### config.mk
export PLATFORM = sky130hd
export DESIGN_NAME = uart_rx_statq
export DESIGN_NICKNAME = d
export VERILOG_FILES = /design/src/rtl/uart_rx_statq_pkg.sv /design/src/rtl/rxq_sync.sv /design/src/rtl/rxq_frame.sv /design/src/rtl/rxq_fifo.sv /design/src/rtl/uart_rx_statq.sv
export SDC_FILE = /design/constraint.sdc
export NUM_CORES = 1
export LEC_CHECK = 0
export ABC_AREA = 1
export BUFFER_PORTS_ARGS = -buffer_cell sky130_fd_sc_hd__buf_2
export CORE_MARGIN = 10
export CORE_UTILIZATION = 50
export CTS_CLUSTER_DIAMETER = 200
export DETAILED_ROUTE_END_ITERATION = 16
export PLACE_DENSITY_LB_ADDON = 0.25
export SLEW_MARGIN = 20
export SYNTH_ARGS = -nofsm -noshare
export SYNTH_HDL_FRONTEND = slang
export SYNTH_SLANG_ARGS = --single-unit
export TNS_END_PERCENT = 50
### constraint.sdc
create_clock -name clk -period 2.2 [get_ports clk]
set_input_delay 0.44 -clock clk [delete_from_list [all_inputs] [get_ports clk]]
set_output_delay 0.44 -clock clk [all_outputs]
set_load 0.05 [all_outputs]
### src/rtl/uart_rx_statq_pkg.sv
package uart_rx_statq_pkg;

  typedef enum logic [2:0] {
    RX_IDLE,
    RX_START,
    RX_DATA,
    RX_PARITY,
    RX_STOP,
    RX_HOLD
  } rx_state_e;

  localparam int unsigned DATA_W  = 8;
  localparam int unsigned WORD_W  = DATA_W + 4;
  localparam int unsigned BIT_OVR = DATA_W + 3;
  localparam int unsigned BIT_BRK = DATA_W + 2;
  localparam int unsigned BIT_PAR = DATA_W + 1;
  localparam int unsigned BIT_FRM = DATA_W;

endpackage

### src/rtl/rxq_sync.sv
module rxq_sync #(
  parameter int unsigned STAGES  = 2,
  parameter bit          RST_VAL = 1'b1
) (
  input  logic clk,
  input  logic rst_n,
  input  logic d_i,
  output logic q_o
);

  logic [STAGES-1:0] stage_q;

  always_ff @(posedge clk or negedge rst_n) begin
    if (!rst_n) stage_q[0] <= RST_VAL;
    else        stage_q[0] <= d_i;
  end

  for (genvar i = 1; i < STAGES; i++) begin : g_stage
    always_ff @(posedge clk or negedge rst_n) begin
      if (!rst_n) stage_q[i] <= RST_VAL;
      else        stage_q[i] <= stage_q[i-1];
    end
  end

  assign q_o = stage_q[STAGES-1];

endmodule

### src/rtl/rxq_frame.sv
module rxq_frame
  import uart_rx_statq_pkg::*;
#(
  parameter int unsigned OSR = 16
) (
  input  logic              clk,
  input  logic              rst_n,
  input  logic              tick_i,
  input  logic              rx_i,
  input  logic [1:0]        cfg_len_i,
  input  logic              cfg_par_en_i,
  input  logic              cfg_par_odd_i,
  input  logic              cfg_stop2_i,
  output logic              push_o,
  output logic [WORD_W-1:0] word_o
);

  localparam int unsigned CW  = $clog2(OSR);
  localparam int unsigned BIW = $clog2(DATA_W);
  localparam logic [CW-1:0]  MID_CNT  = CW'(OSR / 2 - 1);
  localparam logic [CW-1:0]  LAST_CNT = CW'(OSR - 1);
  localparam logic [BIW-1:0] MIN_IDX  = BIW'(DATA_W - 4);

  rx_state_e         state_q, state_d;
  logic [CW-1:0]     cnt_q, cnt_d;
  logic [BIW-1:0]    bit_q, bit_d;
  logic [DATA_W-1:0] data_q, data_d;
  logic              par_q, par_d;
  logic              seen_q, seen_d;
  logic              perr_q, perr_d;
  logic              ferr_q, ferr_d;
  logic              stop2_q, stop2_d;
  logic              ferr_now, seen_now;
  logic [BIW-1:0]    last_idx;

  assign last_idx = MIN_IDX + BIW'(cfg_len_i);

  always_comb begin
    state_d  = state_q;
    cnt_d    = cnt_q;
    bit_d    = bit_q;
    data_d   = data_q;
    par_d    = par_q;
    seen_d   = seen_q;
    perr_d   = perr_q;
    ferr_d   = ferr_q;
    stop2_d  = stop2_q;
    push_o   = 1'b0;
    word_o   = '0;
    ferr_now = ferr_q | ~rx_i;
    seen_now = seen_q | rx_i;
    if (tick_i) begin
      case (state_q)
        RX_IDLE: begin
          if (!rx_i) begin
            state_d = RX_START;
            cnt_d   = '0;
          end
        end
        RX_START: begin
          if (cnt_q == MID_CNT) begin
            cnt_d = '0;
            if (rx_i) begin
              state_d = RX_IDLE;
            end else begin
              state_d = RX_DATA;
              bit_d   = '0;
              data_d  = '0;
              par_d   = 1'b0;
              seen_d  = 1'b0;
              perr_d  = 1'b0;
              ferr_d  = 1'b0;
            end
          end else begin
            cnt_d = cnt_q + 1'b1;
          end
        end
        RX_DATA: begin
          if (cnt_q == LAST_CNT) begin
            cnt_d          = '0;
            data_d[bit_q]  = rx_i;
            par_d          = par_q ^ rx_i;
            seen_d         = seen_now;
            if (bit_q == last_idx) begin
              state_d = cfg_par_en_i ? RX_PARITY : RX_STOP;
              stop2_d = cfg_stop2_i;
            end else begin
              bit_d = bit_q + 1'b1;
            end
          end else begin
            cnt_d = cnt_q + 1'b1;
          end
        end
        RX_PARITY: begin
          if (cnt_q == LAST_CNT) begin
            cnt_d   = '0;
            perr_d  = (par_q ^ rx_i) != cfg_par_odd_i;
            seen_d  = seen_now;
            state_d = RX_STOP;
          end else begin
            cnt_d = cnt_q + 1'b1;
          end
        end
        RX_STOP: begin
          if (cnt_q == LAST_CNT) begin
            cnt_d  = '0;
            ferr_d = ferr_now;
            seen_d = seen_now;
            if (stop2_q) begin
              stop2_d = 1'b0;
            end else begin
              push_o = 1'b1;
              if (!seen_now) begin
                word_o[BIT_BRK] = 1'b1;
                word_o[BIT_FRM] = 1'b1;
              end else begin
                word_o[BIT_PAR]      = perr_q;
                word_o[BIT_FRM]      = ferr_now;
                word_o[DATA_W-1:0]   = data_q;
              end
              state_d = ferr_now ? RX_HOLD : RX_IDLE;
            end
          end else begin
            cnt_d = cnt_q + 1'b1;
          end
        end
        RX_HOLD: begin
          if (rx_i) state_d = RX_IDLE;
        end
        default: state_d = RX_IDLE;
      endcase
    end
  end

  always_ff @(posedge clk or negedge rst_n) begin
    if (!rst_n) begin
      state_q <= RX_IDLE;
      cnt_q   <= '0;
      bit_q   <= '0;
      data_q  <= '0;
      par_q   <= 1'b0;
      seen_q  <= 1'b0;
      perr_q  <= 1'b0;
      ferr_q  <= 1'b0;
      stop2_q <= 1'b0;
    end else if (tick_i) begin
      state_q <= state_d;
      cnt_q   <= cnt_d;
      bit_q   <= bit_d;
      data_q  <= data_d;
      par_q   <= par_d;
      seen_q  <= seen_d;
      perr_q  <= perr_d;
      ferr_q  <= ferr_d;
      stop2_q <= stop2_d;
    end
  end

endmodule

### src/rtl/rxq_fifo.sv
module rxq_fifo #(
  parameter int unsigned W     = 12,
  parameter int unsigned DEPTH = 16
) (
  input  logic                       clk,
  input  logic                       rst_n,
  input  logic                       push_i,
  input  logic [W-1:0]               wdata_i,
  input  logic                       pop_i,
  output logic [W-1:0]               rdata_o,
  output logic                       empty_o,
  output logic                       full_o,
  output logic [$clog2(DEPTH):0]     level_o
);

  localparam int unsigned AW = $clog2(DEPTH);
  localparam logic [AW-1:0] TOP_IDX = AW'(DEPTH - 1);
  localparam logic [AW:0]   FULL_LV = (AW + 1)'(DEPTH);

  logic [W-1:0]  mem_q [DEPTH];
  logic [AW-1:0] wr_q, wr_d, rd_q, rd_d, newest;
  logic [AW:0]   lvl_q, lvl_d;
  logic          do_push, do_pop, mark_ovr;

  assign empty_o  = (lvl_q == '0);
  assign full_o   = (lvl_q == FULL_LV);
  assign level_o  = lvl_q;
  assign rdata_o  = mem_q[rd_q];
  assign do_pop   = pop_i & ~empty_o;
  assign do_push  = push_i & (~full_o | do_pop);
  assign mark_ovr = push_i & full_o & ~do_pop;
  assign newest   = (wr_q == '0) ? TOP_IDX : wr_q - 1'b1;

  always_comb begin
    wr_d  = wr_q;
    rd_d  = rd_q;
    lvl_d = lvl_q;
    if (do_push) wr_d = (wr_q == TOP_IDX) ? '0 : wr_q + 1'b1;
    if (do_pop)  rd_d = (rd_q == TOP_IDX) ? '0 : rd_q + 1'b1;
    if (do_push && !do_pop)      lvl_d = lvl_q + 1'b1;
    else if (do_pop && !do_push) lvl_d = lvl_q - 1'b1;
  end

  always_ff @(posedge clk or negedge rst_n) begin
    if (!rst_n) begin
      wr_q  <= '0;
      rd_q  <= '0;
      lvl_q <= '0;
    end else begin
      wr_q  <= wr_d;
      rd_q  <= rd_d;
      lvl_q <= lvl_d;
    end
  end

  always_ff @(posedge clk) begin
    if (do_push)  mem_q[wr_q]         <= wdata_i;
    if (mark_ovr) mem_q[newest][W-1]  <= 1'b1;
  end

endmodule

### src/rtl/uart_rx_statq.sv
module uart_rx_statq
  import uart_rx_statq_pkg::*;
#(
  parameter int unsigned FIFO_DEPTH  = 16,
  parameter int unsigned OSR         = 16,
  parameter int unsigned SYNC_STAGES = 2
) (
  input  logic              clk,
  input  logic              rst_n,
  input  logic              rx_i,
  input  logic              tick16_i,
  input  logic [1:0]        cfg_len_i,
  input  logic              cfg_par_en_i,
  input  logic              cfg_par_odd_i,
  input  logic              cfg_stop2_i,
  input  logic              pop_i,
  output logic [WORD_W-1:0] rdata_o,
  output logic              empty_o
);

  logic                        rst_s;
  logic                        rx_s;
  logic                        push;
  logic [WORD_W-1:0]           push_word;
  logic                        full;
  logic [$clog2(FIFO_DEPTH):0] level;

  rxq_sync #(.STAGES(SYNC_STAGES), .RST_VAL(1'b0)) u_rst_sync (
    .clk(clk), .rst_n(rst_n), .d_i(1'b1), .q_o(rst_s)
  );

  rxq_sync #(.STAGES(SYNC_STAGES), .RST_VAL(1'b1)) u_rx_sync (
    .clk(clk), .rst_n(rst_s), .d_i(rx_i), .q_o(rx_s)
  );

  rxq_frame #(.OSR(OSR)) u_frame (
    .clk(clk), .rst_n(rst_s), .tick_i(tick16_i), .rx_i(rx_s),
    .cfg_len_i(cfg_len_i), .cfg_par_en_i(cfg_par_en_i),
    .cfg_par_odd_i(cfg_par_odd_i), .cfg_stop2_i(cfg_stop2_i),
    .push_o(push), .word_o(push_word)
  );

  rxq_fifo #(.W(WORD_W), .DEPTH(FIFO_DEPTH)) u_fifo (
    .clk(clk), .rst_n(rst_s), .push_i(push), .wdata_i(push_word),
    .pop_i(pop_i), .rdata_o(rdata_o), .empty_o(empty_o),
    .full_o(full), .level_o(level)
  );

endmodule

==> results of run 1 <==
cells in the mapped netlist, types with 2 or more instances:
master     count
nand2_4        4
nor2_2         2
ha_1          10
o22ai_1       18
inv_2          8
nand4_2        2
nand3_2        2
xor2_1         4
nand2_2       14
o2111ai_1      7
nor2_4         8
buf_2         13
o21ai_0       84
a31oi_1        2
clkinv_2       2
nand3_4        2
or2_2         10
edfxtp_1     192
inv_1         51
buf_6          2
nand3_1       49
nor3_1        12
nor2_1       160
clkbuf_1      25
o31ai_1        6
xnor2_1        4
nand2_1      174
clkinv_1       2
buf_1          4
o211ai_1       7
o21ai_1       18
a21oi_1       15
dfrtp_1       38
dfstp_2        2
nand4_1       15
what timing repair did:
action,in CTS,in global routing
hold buffers,1,0
cloned,1,9
pin swaps,10,21
setup buffers,4,14
endpoints found under the setup margin,173,275
hold endpoints to repair,2,0
resized for setup,77,95
report_power, final:
group	leakage, nW	total (mW)	internal, mW	switching, mW
registers	2.19	5.09	4.89	0.195
logic	2.36	7.00	2.78	4.22
clock network	0.345	3.63	2.06	1.57
total	4.90	15.7	9.72	5.99
critical path: stages, from the launching register on:
cell and delay, ns:
dfrtp_2 0.44, buf_6 0.17, buf_12 0.16, o21ai_1 0.15, nor2_1 0.06, o21ai_0 0.21, nand2_1 0.08, nand2_1 0.10
o21ai_2 0.07, buf_6 0.15
cells by family (layout without fill, tap and decap cells):
logic type,after synthesis,in the layout,synth area share (%)
other,1,1,0.0360
buffers and inverters,107,237,4.18
and+or+nand+nor,457,457,19.9
AOI/OAI and AO/OA,162,162,8.80
DFF,232,232,65.0
xor gates and xnor gates,8,8,0.673
adders and majority gates,11,11,1.39
flip-flops by register name, indices dropped and copies added (netlist names), 3 cells and up:
signal           count
u_frame.cnt_q        4
u_frame.bit_q        3
u_fifo.mem_q       192
u_frame.data_q       8
u_fifo.level_o       5
u_fifo.wr_q          4
u_fifo.rd_q          4
u_frame.state_q      3
final cells by class:
| cell class | count | area [um^2] | area share (%) |
|---|---|---|---|
| flip-flops and latches | 232 | 6770 | 52.0 |
| multi-input cells | 639 | 3560 | 27.3 |
| repair buffers | 130 | 1400 | 10.7 |
| clock buffers | 35 | 652 | 5.00 |
| well taps | 270 | 338 | 2.59 |
| inverters | 63 | 255 | 1.96 |
| clock inverters | 8 | 52.6 | 0.403 |
| repair inverters | 1 | 7.51 | 0.0576 |
path summary, 6_finish.rpt:
kind / end / startpoint / slack [ns]
worst max-delay path: rdata_o[7] / u_fifo.rd_q[0] / -0.37
worst min-delay path: u_rx_sync.stage_q[0] / rx_i / 0.03
worst max register to register: u_fifo.level_o[4] / u_frame.cnt_q[0] / 0.01
worst min register to register: u_frame.bit_q[1] / u_rst_sync.q_o / 0.22
max in group asynchronous: u_rx_sync.q_o / u_rst_sync.q_o / 1.38
min in group asynchronous: u_frame.bit_q[1] / u_rst_sync.q_o / 0.22
routing by layer:
metal,global-route usage [%],wire (um)
met5,0,0
met4,5.73,801
met3,2.63,1590
met2,28.4,12000
met1,22.5,10600
==> run metrics, run 1 <==
most frequent cells in the layout=edfxtp_1 (192), nand2_1 (166), nor2_1 (123), buf_4 (67), o21ai_0 (50); Slew @ Worst Pin=0.723 ns; Vias=7,589; WS Path Type=flip-flop to output pin; largest net degree at the start of global routing=50; number of diodes=0; Placed Area=11,500 um^2; WL/cell=18.2 um; Primary FF master, synth=edfxtp_1; R2R cell count=15; Vias/cell=5.51; clk sink count=232; asr flop ratio synth=17.2%; clk slew on worst S/H paths=0.05 ns; Rows=52; vias in the first global route=7,224; die footprint=27,000 um^2; Max VDD drop=0.000637 V; worst hold stages=1; layout cell share with drive strength beyond 1=27.8%; H-tree level count=1; crit path launch type=flip-flop; clk_lat worst skew=0.52 ns; crit-path max FO=20; mapped cell area=10,400 um^2; DP HPWL=15,200 um; Leak=4.90 nW; Top Ports=23; final WL=25,000 um; Layout Utilization=64.0%; Setup Viol. Count Final=12; Synth area leaders=edfxtp_1 (55%), dfrtp_1 (9.1%), nand2_1 (6.3%); sequential fraction of the synthesis area=65.0%; Max clock buf depth=3; Initial Util=51.1%; maximum clock rate=389 MHz; final non-filler cell total=1,378; Hold Slack=0.0294 ns; Area growth syn-to-layout=25.2%; HP Class=primary input to flip-flop; #FFs+latches synth=232; Remaining Overflow, GRT=0; yosys warns=0; Core ar.=20,400 um^2; All-Layer GR Usage=17.1%; post-synthesis net count=999; WP data required=1.76 ns; Clock Skews=0.0148 ns; failing checks=negative setup slack; cells after synthesis=978; initial antenna violation count=0; run status=complete, but fails checks; PnR worst setup slack=-0.369 ns; max_cap viols=0; RSZ-0062 raised after global routing=yes; Yosys cell types=45; DR pass1 iterations=5; Final TNS setup=-3.86 ns; Synth area leader=edfxtp_1; first-pass GRT wire length=37,100 um; Die W=164 um; CTS root buffer=clkbuf_16; post-synth top area share=55.4%; CTS buffer count=24; WP data arrival=2.13 ns; Setup Slack @ Placement=-0.267 ns; Max Transition Viols Final=0; fin crit share=117%; Final GP Congestion=0.862; most common cell after layout, fill and taps aside=edfxtp_1; Setup crit end kind=output pin; Power Total=15.7 mW; Filler cells=1,562; DRT antenna net count=0; Die Y=164 um; cell count after placement=1,307; syn avg cell area=10.6 um^2; Initial DRC Count=553; CTS tree=done; Slew HR=51.8%; Post-synth EDFFs=192; PwrDens=1210 nW/um^2; drt drc=0; minimum clock period=2.57 ns; I/O Buffers=22; fin nets=1,112; Finished Cell Area=13,000 um^2; Hold Vio Cnt, Final=0
(Power assumes the default switching activity.)
==> run 2: changes to the inputs <==
--- a/config.mk
+++ b/config.mk
@@ -12,6 +12,7 @@
 export CTS_CLUSTER_DIAMETER = 200
 export DETAILED_ROUTE_END_ITERATION = 16
 export PLACE_DENSITY_LB_ADDON = 0.25
+export SKIP_CTS_REPAIR_TIMING = 1
 export SLEW_MARGIN = 20
 export SYNTH_ARGS = -nofsm -noshare
 export SYNTH_HDL_FRONTEND = slang
==> run metrics, run 2 (synthesis gave the netlist of run 1 again) <==
most frequent cells in the layout=edfxtp_1 (192), nand2_1 (168), nor2_1 (126), buf_4 (63), nand3_1 (48); initial antenna violation count=0 (unchanged); Layout Utilization=63.4% (-0.61 points); DR pass1 iterations=5 (unchanged); drt drc=0 (unchanged); Vias=7,550 (-0.51%); Area growth syn-to-layout=24.0%; Max clock buf depth=3 (unchanged); CTS buffer count=24 (unchanged); Setup Slack @ Placement=-0.267 ns (unchanged); Leak=4.87 nW (-0.74%); Initial DRC Count=555 (+0.36%); DRT antenna net count=0 (unchanged); maximum clock rate=386 MHz (-0.72%); Power Total=15.7 mW (-0.32%); Setup Viol. Count Final=12 (unchanged); Setup crit end kind=output pin; failing checks=negative setup slack; Vias/cell=5.51 (about the same); run status=complete, but fails checks; Die Y=164 um (unchanged); Final GP Congestion=0.862 (unchanged); WP data required=1.76 ns (about the same); CTS root buffer=clkbuf_16; PnR worst setup slack=-0.388 ns (-0.0185 ns); HP Class=primary input to flip-flop; FF+latch area=6770 um^2 (unchanged); PwrDens=1210 nW/um^2 (+0.65%); first-pass GRT wire length=36,500 um (-1.5%); RSZ-0062 raised after global routing=yes; Rows=52 (unchanged); fin nets=1,104 (-0.72%); vias in the first global route=7,175 (-0.68%); Core ar.=20,400 um^2 (unchanged); Top Ports=23 (unchanged); WP data arrival=2.15 ns (+0.02 ns); final WL=24,700 um (-1.4%); Remaining Overflow, GRT=0 (unchanged); WS Path Type=flip-flop to output pin; Slew HR=53.6% (+1.9 points); Placed Area=11,500 um^2 (unchanged); I/O Buffers=22 (unchanged); Reg with most FFs=u_fifo.mem_q; die footprint=27,000 um^2 (unchanged); All-Layer GR Usage=16.8% (-0.28 points); Hold Vio Cnt, Final=0 (unchanged); Die W=164 um (unchanged); fin crit share=118% (+0.84 points); largest net degree at the start of global routing=50 (unchanged); number of diodes=0 (unchanged); layout cell share with drive strength beyond 1=27.0% (-0.80 points); Multi-input gate area=3530 um^2 (-0.74%); clk_lat worst skew=0.52 ns (about the same); H-tree level count=1 (unchanged); Hold Slack=0.0287 ns (-0.000694 ns); most common cell after layout, fill and taps aside=edfxtp_1; Slew @ Worst Pin=0.695 ns (-0.0279 ns); Initial Util=51.1% (unchanged); WL/cell=18.0 um (-0.79%); clk sink count=232 (unchanged); CTS tree=done; minimum clock period=2.59 ns (+0.0185 ns); flip-flop count of the largest register after layout=192 (unchanged); crit path launch type=flip-flop; max_cap viols=0 (unchanged); DP HPWL=15,200 um (unchanged); Max Transition Viols Final=0 (unchanged); Filler cells=1,577 (+0.96%); crit-path max FO=20 (unchanged); Clock Skews=0.0155 ns (+0.000670 ns); Finished Cell Area=12,900 um^2 (-0.96%); clk slew on worst S/H paths=0.05 ns (about the same); Max VDD drop=0.000631 V (-1.0%)
run 2: cell count changes in the layout (fill, tap and decap cells not counted), moves of 4 or more:
cell     before  now
buf_8         0    4
buf_6        28   23
o21ai_2      12   16
buf_4        67   63
nor2_4       17   12
run 2: cell type report:
| cell class | instances | share of cell area [%] |
|---|---|---|
| inverters | 63 | 1.94 |
| clock buffers | 35 | 5.05 |
| clock inverters | 8 | 0.407 |
| multi-input cells | 639 | 27.4 |
| well taps | 270 | 2.62 |
| repair buffers | 122 | 10.1 |
| flip-flops and latches | 232 | 52.5 |
| repair inverters | 1 | 0.0582 |
run 2: worst max-delay path: stages (launching register included):
cell     delay [ns]
dfrtp_2        0.44
buf_6          0.17
buf_12         0.16
o21ai_1        0.17
nor2_1         0.07
nor3_2         0.19
nor2_1         0.07
o21ai_1        0.12
o21ai_2        0.09
buf_6          0.16
run 2: metrics by stage:
| stage | TNS (ns) | instances |
|---|---|---|
| CTS | -18.03 | 1350 |
| detailed placement | -13.22 | 1307 |
| finish | -4.16 | 1370 |
| global placement | -6.52 | 1307 |
| global route | -5.55 | 1370 |
| floorplan | -6.88 | 978 |
run 2: report_power, final:
part | total (mW) | internal [mW] | switching (mW)
Clock | 3.65 | 2.06 | 1.59
Combinational | 6.92 | 2.74 | 4.18
Sequential | 5.09 | 4.89 | 0.201
Total | 15.7 | 9.69 | 5.97
run 2: worst paths after layout:
kind / cells past startpoint / endpoint / slack, ns / startpoint
worst max-delay path: 9 / rdata_o[10] / -0.39 / u_fifo.rd_q[0]
min in group asynchronous: 0 / u_frame.stop2_q / 0.22 / u_rst_sync.q_o
worst max register to register: 16 / u_fifo.level_o[4] / 0.01 / u_fifo.level_o[0]
worst min-delay path: 1 / u_rx_sync.stage_q[0] / 0.03 / rx_i
worst min register to register: 0 / u_frame.stop2_q / 0.22 / u_rst_sync.q_o
max in group asynchronous: 1 / u_rx_sync.q_o / 1.38 / u_rst_sync.q_o
run 2: layer usage:
layer / GRT usage, % / up-vias / routed length (um)
li1: - / 3612 / -
met1: 22.2 / 3659 / 10400
met2: 28.1 / 247 / 12300
met3: 2.75 / 32 / 1630
met4: 4.83 / 0 / 462
met5: 0 / - / 0
